--- src/rtl/sgram_mon_pkg.sv ---
package sgram_mon_pkg;
  localparam int NB = 2;
  localparam int NV = 8;

  localparam int V_MRS_BUSY = 0;
  localparam int V_MRS_RSV  = 1;
  localparam int V_UNPROG   = 2;
  localparam int V_ACT_BUSY = 3;
  localparam int V_RCD      = 4;
  localparam int V_RRD      = 5;
  localparam int V_RAS_MIN  = 6;
  localparam int V_RAS_MAX  = 7;

  typedef struct packed {
    logic          mrsLoad;
    logic [NB-1:0] actLoad;
    logic          actAny;
    logic          actBank;
    logic [NV-1:0] violSet;
  } monStrobes_t;
endpackage

--- src/rtl/sgram_mon_ctrl.sv ---
module sgram_mon_ctrl
  import sgram_mon_pkg::*;
#(
  parameter int TRCD     = 3,
  parameter int TRRD     = 2,
  parameter int TRAS_MIN = 5,
  parameter int TRAS_MAX = 20,
  parameter int AW       = 6,
  parameter int RW       = 3
) (
  input  logic                   clk,
  input  logic                   rst,
  input  logic                   cke,
  input  logic                   csN,
  input  logic                   rasN,
  input  logic                   casN,
  input  logic                   weN,
  input  logic                   dsfN,
  input  logic                   bankSel,
  input  logic [2:0]             rsvBits,
  input  logic [NB-1:0][AW-1:0]  bankAge,
  input  logic [RW-1:0]          sinceAct,
  input  logic                   lastActBank,
  input  logic                   anyAct,
  input  logic                   modeValid,
  output logic [NB-1:0]          bankActive,
  output monStrobes_t            strobes
);
  logic ckePrev;
  logic sel, isMrs, isAct, isRd, isWr, isPre;
  logic [NB-1:0] preHit;
  logic [NV-1:0] violSet;

  always_ff @(posedge clk) begin
    if (rst) ckePrev <= 1'b0;
    else     ckePrev <= cke;
  end

  always_comb begin
    sel   = cke & ~csN & ~dsfN;
    isMrs = sel & ckePrev & ~rasN & ~casN & ~weN;
    isAct = sel & ~rasN &  casN &  weN;
    isRd  = sel &  rasN & ~casN &  weN;
    isWr  = sel &  rasN & ~casN & ~weN;
    isPre = sel & ~rasN &  casN & ~weN;
  end

  for (genvar b = 0; b < NB; b++) begin : g_bank
    assign preHit[b] = isPre & (rsvBits[2] | (bankSel == 1'(b)));

    always_ff @(posedge clk) begin
      if (rst)                    bankActive[b] <= 1'b0;
      else if (strobes.actLoad[b]) bankActive[b] <= 1'b1;
      else if (preHit[b])          bankActive[b] <= 1'b0;
    end
  end

  always_comb begin
    violSet = '0;
    violSet[V_MRS_BUSY] = isMrs & (|bankActive);
    violSet[V_MRS_RSV]  = isMrs & (|rsvBits);
    violSet[V_UNPROG]   = (isAct | isRd | isWr) & ~modeValid;
    violSet[V_ACT_BUSY] = isAct & bankActive[bankSel];
    violSet[V_RCD]      = (isRd | isWr) & bankActive[bankSel] &
                          (bankAge[bankSel] < AW'(TRCD));
    violSet[V_RRD]      = isAct & anyAct & (bankSel != lastActBank) &
                          (sinceAct < RW'(TRRD));
    for (int b = 0; b < NB; b++) begin
      if (preHit[b] && bankActive[b] && (bankAge[b] < AW'(TRAS_MIN)))
        violSet[V_RAS_MIN] = 1'b1;
      if (bankActive[b] && (bankAge[b] == AW'(TRAS_MAX + 1)))
        violSet[V_RAS_MAX] = 1'b1;
    end
  end

  always_comb begin
    strobes.mrsLoad = isMrs & ~(|bankActive);
    for (int b = 0; b < NB; b++)
      strobes.actLoad[b] = isAct & (bankSel == 1'(b)) & ~bankActive[b];
    strobes.actAny  = isAct & ~bankActive[bankSel];
    strobes.actBank = bankSel;
    strobes.violSet = violSet;
  end


  pre_all_chk: assert property (@(posedge clk) disable iff (rst)
    (isPre && rsvBits[2]) |=> (bankActive == '0));


  act_busy_hold_chk: assert property (@(posedge clk) disable iff (rst)
    (isAct && bankActive[bankSel]) |=> $stable(bankActive));
endmodule

--- src/rtl/sgram_mon_dpath.sv ---
module sgram_mon_dpath
  import sgram_mon_pkg::*;
#(
  parameter int AW = 6,
  parameter int RW = 3
) (
  input  logic                  clk,
  input  logic                  rst,
  input  monStrobes_t           strobes,
  input  logic [7:0]            modeBits,
  output logic [NB-1:0][AW-1:0] bankAge,
  output logic [RW-1:0]         sinceAct,
  output logic                  lastActBank,
  output logic                  anyAct,
  output logic                  modeValid,
  output logic [2:0]            burstLen,
  output logic                  burstType,
  output logic [2:0]            readLat,
  output logic                  writeBurst,
  output logic [NV-1:0]         violPulse,
  output logic [NV-1:0]         violSticky
);
  for (genvar b = 0; b < NB; b++) begin : g_age
    always_ff @(posedge clk) begin
      if (rst)                      bankAge[b] <= '0;
      else if (strobes.actLoad[b])  bankAge[b] <= AW'(1);
      else if (bankAge[b] != '1)    bankAge[b] <= bankAge[b] + 1'b1;
    end


    age_start_chk: assert property (@(posedge clk) disable iff (rst)
      strobes.actLoad[b] |=> (bankAge[b] == AW'(1)));
  end

  always_ff @(posedge clk) begin
    if (rst) begin
      sinceAct    <= '0;
      lastActBank <= 1'b0;
      anyAct      <= 1'b0;
    end else if (strobes.actAny) begin
      sinceAct    <= RW'(1);
      lastActBank <= strobes.actBank;
      anyAct      <= 1'b1;
    end else if (sinceAct != '1) begin
      sinceAct    <= sinceAct + 1'b1;
    end
  end

  always_ff @(posedge clk) begin
    if (rst) begin
      modeValid  <= 1'b0;
      burstLen   <= '0;
      burstType  <= 1'b0;
      readLat    <= '0;
      writeBurst <= 1'b0;
    end else if (strobes.mrsLoad) begin
      modeValid  <= 1'b1;
      burstLen   <= modeBits[2:0];
      burstType  <= modeBits[3];
      readLat    <= modeBits[6:4];
      writeBurst <= modeBits[7];
    end
  end

  always_ff @(posedge clk) begin
    if (rst) begin
      violPulse  <= '0;
      violSticky <= '0;
    end else begin
      violPulse  <= strobes.violSet;
      violSticky <= violSticky | strobes.violSet;
    end
  end


  sticky_cover_chk: assert property (@(posedge clk) disable iff (rst)
    ((violPulse & ~violSticky) == '0));


  sticky_keep_chk: assert property (@(posedge clk) disable iff (rst)
    !$past(rst) |-> ((violSticky & $past(violSticky)) == $past(violSticky)));


  mode_hold_chk: assert property (@(posedge clk) disable iff (rst)
    (!$past(rst) && !$past(strobes.mrsLoad)) |->
      $stable({modeValid, burstLen, burstType, readLat, writeBurst}));
endmodule

--- src/rtl/sgram_cmd_monitor.sv ---
module sgram_cmd_monitor
  import sgram_mon_pkg::*;
#(
  parameter int TRCD     = 3,
  parameter int TRRD     = 2,
  parameter int TRAS_MIN = 5,
  parameter int TRAS_MAX = 20
) (
  input  logic        clk,
  input  logic        rst,
  input  logic        cke,
  input  logic        csN,
  input  logic        rasN,
  input  logic        casN,
  input  logic        weN,
  input  logic        dsfN,
  input  logic        bankSel,
  input  logic [10:0] addr,
  output logic [7:0]  violPulse,
  output logic [7:0]  violSticky,
  output logic [1:0]  bankActive,
  output logic        modeValid,
  output logic [2:0]  burstLen,
  output logic        burstType,
  output logic [2:0]  readLat,
  output logic        writeBurst
);
  localparam int AW = $clog2(TRAS_MAX + 2) + 1;
  localparam int RW = $clog2(TRRD + 1) + 1;

  monStrobes_t           strobes;
  logic [NB-1:0][AW-1:0] bankAge;
  logic [RW-1:0]         sinceAct;
  logic                  lastActBank;
  logic                  anyAct;

  sgram_mon_ctrl #(
    .TRCD(TRCD), .TRRD(TRRD), .TRAS_MIN(TRAS_MIN), .TRAS_MAX(TRAS_MAX),
    .AW(AW), .RW(RW)
  ) ctrl_i (
    .clk(clk), .rst(rst), .cke(cke), .csN(csN), .rasN(rasN), .casN(casN),
    .weN(weN), .dsfN(dsfN), .bankSel(bankSel),
    .rsvBits({addr[10], addr[8], addr[7]}),
    .bankAge(bankAge), .sinceAct(sinceAct), .lastActBank(lastActBank),
    .anyAct(anyAct), .modeValid(modeValid),
    .bankActive(bankActive), .strobes(strobes)
  );

  sgram_mon_dpath #(.AW(AW), .RW(RW)) dpath_i (
    .clk(clk), .rst(rst), .strobes(strobes),
    .modeBits({addr[9], addr[6:0]}),
    .bankAge(bankAge), .sinceAct(sinceAct), .lastActBank(lastActBank),
    .anyAct(anyAct), .modeValid(modeValid), .burstLen(burstLen),
    .burstType(burstType), .readLat(readLat), .writeBurst(writeBurst),
    .violPulse(violPulse), .violSticky(violSticky)
  );
endmodule

--- config.mk ---
export PLATFORM = sky130hd
export DESIGN_NAME = sgram_cmd_monitor
export DESIGN_NICKNAME = d
export VERILOG_FILES = /design/src/rtl/sgram_mon_pkg.sv /design/src/rtl/sgram_mon_ctrl.sv /design/src/rtl/sgram_mon_dpath.sv /design/src/rtl/sgram_cmd_monitor.sv
export SDC_FILE = /design/constraint.sdc
export NUM_CORES = 1
export LEC_CHECK = 0
export BUFFER_PORTS_ARGS = -buffer_cell sky130_fd_sc_hd__buf_2
export CORE_ASPECT_RATIO = 0.8
export CORE_MARGIN = 10
export CORE_UTILIZATION = 40
export DETAILED_ROUTE_END_ITERATION = 16
export GPL_TIMING_DRIVEN = 1
export SKIP_LAST_GASP = 1
export SLEW_MARGIN = 20
export SYNTH_ARGS = -nofsm -noshare
export SYNTH_HDL_FRONTEND = slang
export SYNTH_SLANG_ARGS = --single-unit
--- constraint.sdc ---
create_clock -name clk -period 1.2 [get_ports clk]
set_input_delay 0.06 -clock clk [delete_from_list [all_inputs] [get_ports clk]]
set_output_delay 0.06 -clock clk [all_outputs]
set_load 0.02 [all_outputs]
== Yosys cells after proc, flatten, opt, wreduce, memory -nomap -nowiden ==
Cells that the tools add are included.
Storage, ports and cells
  flip-flop bits (word level): 45
  input port bits: 20
  output and inout port bits: 27
Cells by class
  add/subtract/negate cells: 3
  magnitude comparators: 5
  equality and inequality tests: 6
  mux-type cells: 18
  bitwise gates (word level): 48
  reduce and logical (&&, ||, !) cells: 16
Operators by type and width (number)
  AND 1 bit: 31
  2-to-1 mux 1 bit: 16
  adder 6 x 1 -> 6 bit (second input constant): 2
  equality test 6 x 5 -> 1 bit (second input constant): 2
  less-than comparator 6 x 3 -> 1 bit (second input constant): 2
  2-to-1 mux 6 bit: 2
  inequality test 6 bit (second input constant): 2
  NOT 1 bit: 11
  nonzero test 2 bit: 5
  bitwise OR 8 bit: 1
  OR reduction 2 bit: 4
  logical AND 1 bit: 6
  less-than comparator 6 x 2 -> 1 bit (second input constant): 1
  bitwise OR 1 bit: 5
  adder 3 x 1 -> 3 bit (second input constant): 1
  less-than comparator 3 x 2 -> 1 bit (second input constant): 1
  inequality test 3 bit (second input constant): 1
  OR reduction 3 bit: 1
  less-than comparator 1 x 2 -> 1 bit (second input constant): 1
  inequality test 1 bit: 1

== Depth between registers and ports, before layout ==
  depth in word-level cells: 12
  depth in mapped cells: 6
  mapped depth without buffers: 6

== Modules after synthesis ==
From an unflattened synthesis, not the netlist that was laid out.
Unflattened totals
  cell total of the unflattened synthesis: 220
  area total of the unflattened synthesis: 2004.4 um^2
Modules (own cells, without submodules)
  sgram_mon_dpath: times used 1, cells each 155, area each 1519.0 um^2, sequential area each 840.8 um^2
  sgram_mon_ctrl: times used 1, cells each 65, area each 485.5 um^2, sequential area each 60.1 um^2

== Worst setup path before layout ==
OpenSTA, ideal clock, no wires.
  kind: flip-flop to flip-flop
  start: register ctrl_i.bankActive[0]
  end: register dpath_i.burstLen[0]
  library setup time: 0.129 ns
  arrival time: 1.207 ns
  required time: 1.071 ns
  slack: -0.135 ns
  cell stages (with the launch flop): 7
  path buffers: 2
  path through: dfxtp_1 buf_2 nor2_1 nand4_1 buf_4 mux2i_1 nor2_1
Between the ends
  word-level cells in the longest chain between the ends: 3
RTL lines
  start: declaration: line sgram_mon_ctrl.sv:26  | output logic [NB-1:0] bankActive,
  start signal: indexed assignment: line sgram_mon_ctrl.sv:52  | if (rst) bankActive[b] <= 1'b0;
  start signal: indexed assignment: line sgram_mon_ctrl.sv:53  | else if (strobes.actLoad[b]) bankActive[b] <= 1'b1;
  start signal: indexed assignment: line sgram_mon_ctrl.sv:54  | else if (preHit[b]) bankActive[b] <= 1'b0;
  OR reduction 2 bit: line sgram_mon_ctrl.sv:77  | strobes.mrsLoad = isMrs & ~(|bankActive);
  NOT 1 bit: line sgram_mon_ctrl.sv:77
  AND 1 bit: line sgram_mon_ctrl.sv:77
  end signal: assignment: line sgram_mon_dpath.sv:58  | burstLen <= modeBits[2:0];
  end: declaration: line sgram_mon_dpath.sv:16  | output logic [2:0] burstLen,
No other way between the ends.
A chain may end at the register's enable or synchronous reset.

== Worst setup path after layout ==
  start: register dpath_i.bankAge[1] in the netlist's numbering
  end: register dpath_i.violPulse[6]
Between the ends
  word-level cells in the longest chain between the ends: 4
RTL lines
  start: declaration: line sgram_mon_dpath.sv:11  | output logic [NB-1:0][AW-1:0] bankAge,
  start signal: indexed assignment: line sgram_mon_dpath.sv:25  | if (rst) bankAge[b] <= '0;
  start signal: indexed assignment: line sgram_mon_dpath.sv:26  | else if (strobes.actLoad[b]) bankAge[b] <= AW'(1);
  less-than comparator 6 x 3 -> 1 bit: line sgram_mon_ctrl.sv:69  | if (preHit[b] && bankActive[b] && (bankAge[b] < AW'(TRAS_MIN)))
  logical AND 1 bit: line sgram_mon_ctrl.sv:69
  2-to-1 mux 1 bit (2 in series): line sgram_mon_ctrl.sv:69
  end signal: assignment: line sgram_mon_dpath.sv:70  | violPulse <= strobes.violSet;
  end: declaration: line sgram_mon_dpath.sv:20  | output logic [NV-1:0] violPulse,
No other way between the ends.

==> impl_results.md <==
* Post-layout instance area at 0.00286 sq mm
* Synth Warn # at 0
* Startpoint types: register
* Num CTS Buffers at 5
* Peak VDD IR at 0.529 mV
* Layout Skew at 0.00704 ns
* Via count at 1,739
* GRT Util Overall at 11.9%
* Distinct cells, synth at 47
* Num ports at 47
* First-pass GRT wire length at 8270 um
* Dpl ws at -0.0707 ns
* Sw frac at 25.5%
* WL/cell at 14.3 um
* Max Slew Vio Count at 0
* Die height at 83.4 um
* Setup TNS Final at -0.204 ns
* Nets at 321
* Seq/Total Area, Yosys at 44.9%
* TritonCTS clock tree: done
* Final hold violation count at 0
* Initial Util at 42.6%
* Max Cap Viol at 0
* PwrDens at 987 mW/mm^2
* Post-Syn Area at 0.00201 sq mm
* GPL Wtd Cong at 0.807
* Worst-path maximum fanout at 4
* Post-layout util at 60.7%
* RSZ-0062 raised after global routing: yes
* Internal at 2.10 mW
* GRT overflow at 0
* Total power at 2.82 mW
* Combinational power share at 12.1%
* Max Clk Rate at 0.793 GHz
* Drt via density at 4.91
* DRC at 0
* Vias in the first global route at 1,749
* Fill cell count at 423
* Hold slack at 0.00250 ns
* Cell count after synthesis at 209
* Clock Root Buffer: clkbuf_8
* Synthesized area per cell at 9.60 sq um
* Antenna violations before repair at 0
* Global routing's busiest layer: met2
* Met2 Resource Use GR at 18.4%
* Met3 global-route usage at 3.81%
* Crit. End Element: register
* Largest net degree at the start of global routing at 16
* Die W at 99.2 um
* Max_slew headroom at 76.4%
* Met1 Track Usage GR at 15.4%
* Register area at 933 sq um
* Dpl cells at 338
* Depth of the CTS H-tree at 2
* Clock slew seen by the registers of the worst setup and hold paths at 0.09 ns
* Skew-Pair Late Insertion Delay at 0.29 ns
* Number of synthesized register bits at 45
* Sw Pwr at 0.719 mW
* Leak pwr at 1.33 nW
* Setup violators final at 6
* 1st-iter DRT viols at 55
* Ratio of cells with drive above 1 in the final layout at 47.6%
* Area growth, synth to finish at 42.3%
* Number of synthesized flops with an enable pin at 0
* Total Die Area at 0.00827 sq mm
* Clock sinks at 45
* Final non-filler cell total at 354
* Multi-input logic area at 0.00115 sq mm
* Inserted Diodes at 0
* Worst Path Arrival at 1.50 ns
* Clock buffer depth at 2
* Final WL at 5060 um
* Tmin final at 1.26 ns
* Worst EP required at 1.44 ns
* Post-DRT Antenna Nets at 0
* Period utilization at 105%
* Port bufs at 46
* Asr flop ratio synth at 0%
* Top_reg_cell synth: dfxtp_1
* PnR worst setup slack at -0.0607 ns
* Post-Syn Nets at 237
* Std-Cell Rows at 22
* Detailed placer's ending HPWL at 3820 um
* Instance area at placement at 0.00256 sq mm
* Core area at 0.00471 sq mm
* DRT Pass-1 Iters at 4
* Worst-Margin Slew at 0.353 ns
* Status: complete, but fails checks
* Worst hold path class: primary input to register
* Worst Path Class, Setup: register to register
* Violated checks: setup timing
* Clock power share at 32.7%
* Reg power frac at 55.2%
[final cells by class]
type | count | area share (%)
Clock buffer | 5 | 2.41
Clock inverter | 3 | 0.569
Inverter | 10 | 1.40
Multi-Input combinational cell | 143 | 40.3
Sequential cell | 45 | 32.7
Tap cell | 60 | 2.63
Timing Repair Buffer | 88 | 20.0
[power by group through the flow]
stage               clock network (mW)  logic, mW  registers [mW]
CTS                              0.954      0.323            1.56
detailed placement                   0      0.299            1.59
global placement                     0      0.295            1.59
floorplan                            0      0.163            1.59
finish                           0.922      0.340            1.56
global route                      1.02      0.379            1.56
[final timing paths]
check	startpoint	to	slack (ns)	cells past startpoint
worst min-delay path	addr[3]	dpath_i.burstType$_SDFFE_PP0P_	0.003	3
worst max register to register	dpath_i.bankAge[1]$_SDFFE_PP0P_	dpath_i.violPulse[6]$_SDFF_PP0_	-0.06	6
worst max-delay path	dpath_i.bankAge[1]$_SDFFE_PP0P_	dpath_i.violPulse[6]$_SDFF_PP0_	-0.06	6
worst min register to register	dpath_i.violSticky[0]$_SDFF_PP0_	dpath_i.violSticky[0]$_SDFF_PP0_	0.45	2
[what timing repair did]
action,CTS,global route
pin swaps,0,13
gates resized for setup,7,32
buffers inserted,2,3
setup endpoints to repair,9,25
cloned,0,1
endpoints found under the hold margin,2,0
hold buffers,2,0
[layout by cell type (no fill, tap or decap), types with 3 or more instances in the layout]
cell,n
nand2_1,6
buf_2,46
a21oi_1,11
nand4_1,6
xnor2_1,6
nand3_1,7
a21o_1,5
ha_1,3
inv_2,3
buf_4,37
dfxtp_2,5
ha_4,4
nor3_1,7
a31oi_1,3
mux2i_1,13
inv_1,6
clkbuf_8,5
dfxtp_1,33
nor2_1,24
dfxtp_4,7
[registers in the layout, summed over array words and instances, names as in the netlist]
name,count
dpath_i.readLat,3
dpath_i.violSticky,8
dpath_i.writeBurst,1
dpath_i.modeValid,1
ctrl_i.ckePrev,1
dpath_i.lastActBank,1
dpath_i.burstType,1
ctrl_i.bankActive,2
dpath_i.bankAge,12
dpath_i.burstLen,3
dpath_i.anyAct,1
dpath_i.violPulse,8
dpath_i.sinceAct,3
[cells by family (layout without fill, tap and decap cells)]
family          count (synthesis)  count (layout)  share of synthesized area (%)
xor+xnor                        7               7                           3.05
buf+inv                        21             106                           4.86
simple gates                   83              83                           24.3
mux                            13              13                           6.48
flops                          45              45                           44.9
fa+ha+maj                       8               8                           4.99
compound gates                 32              32                           11.4
[Yosys cell counts, types with 2 or more instances]
master,n,share of area (%)
a31oi_1,3,0.94
nand4_1,6,1.9
nor3_1,8,2.0
buf_2,6,1.5
nand3_1,7,1.7
nand2b_1,2,0.62
o21a_1,2,0.75
o21ai_0,2,0.50
inv_1,10,1.9
nor4_1,3,0.94
a21oi_1,12,3.0
dfxtp_1,45,45
and3_1,2,0.62
mux2i_1,13,6.5
clkbuf_1,3,0.56
xnor2_1,6,2.6
and2_1,2,0.62
nor4b_2,2,1.5
or3_1,2,0.62
a21o_1,5,1.9
ha_1,8,5.0
nand2_1,7,1.3
nor3b_1,2,0.75
nor2b_1,2,0.62
nor3_2,2,1.0
nor2_1,26,4.9
[worst max-delay path: stages, from the launching register on]
cell and delay, ns:
dfxtp_4 0.37, inv_4 0.06, ha_2 0.15, nand2b_4 0.11, nand2_2 0.05, o41ai_2 0.24
and4_1 0.22
[routing by layer]
metal,up-vias,part of all wire [%]
li1,902,-
met1,800,50
met2,35,44
met3,2,4.9
met5,-,0
met4,0,0.36
Power figures use the tool's default switching activity.
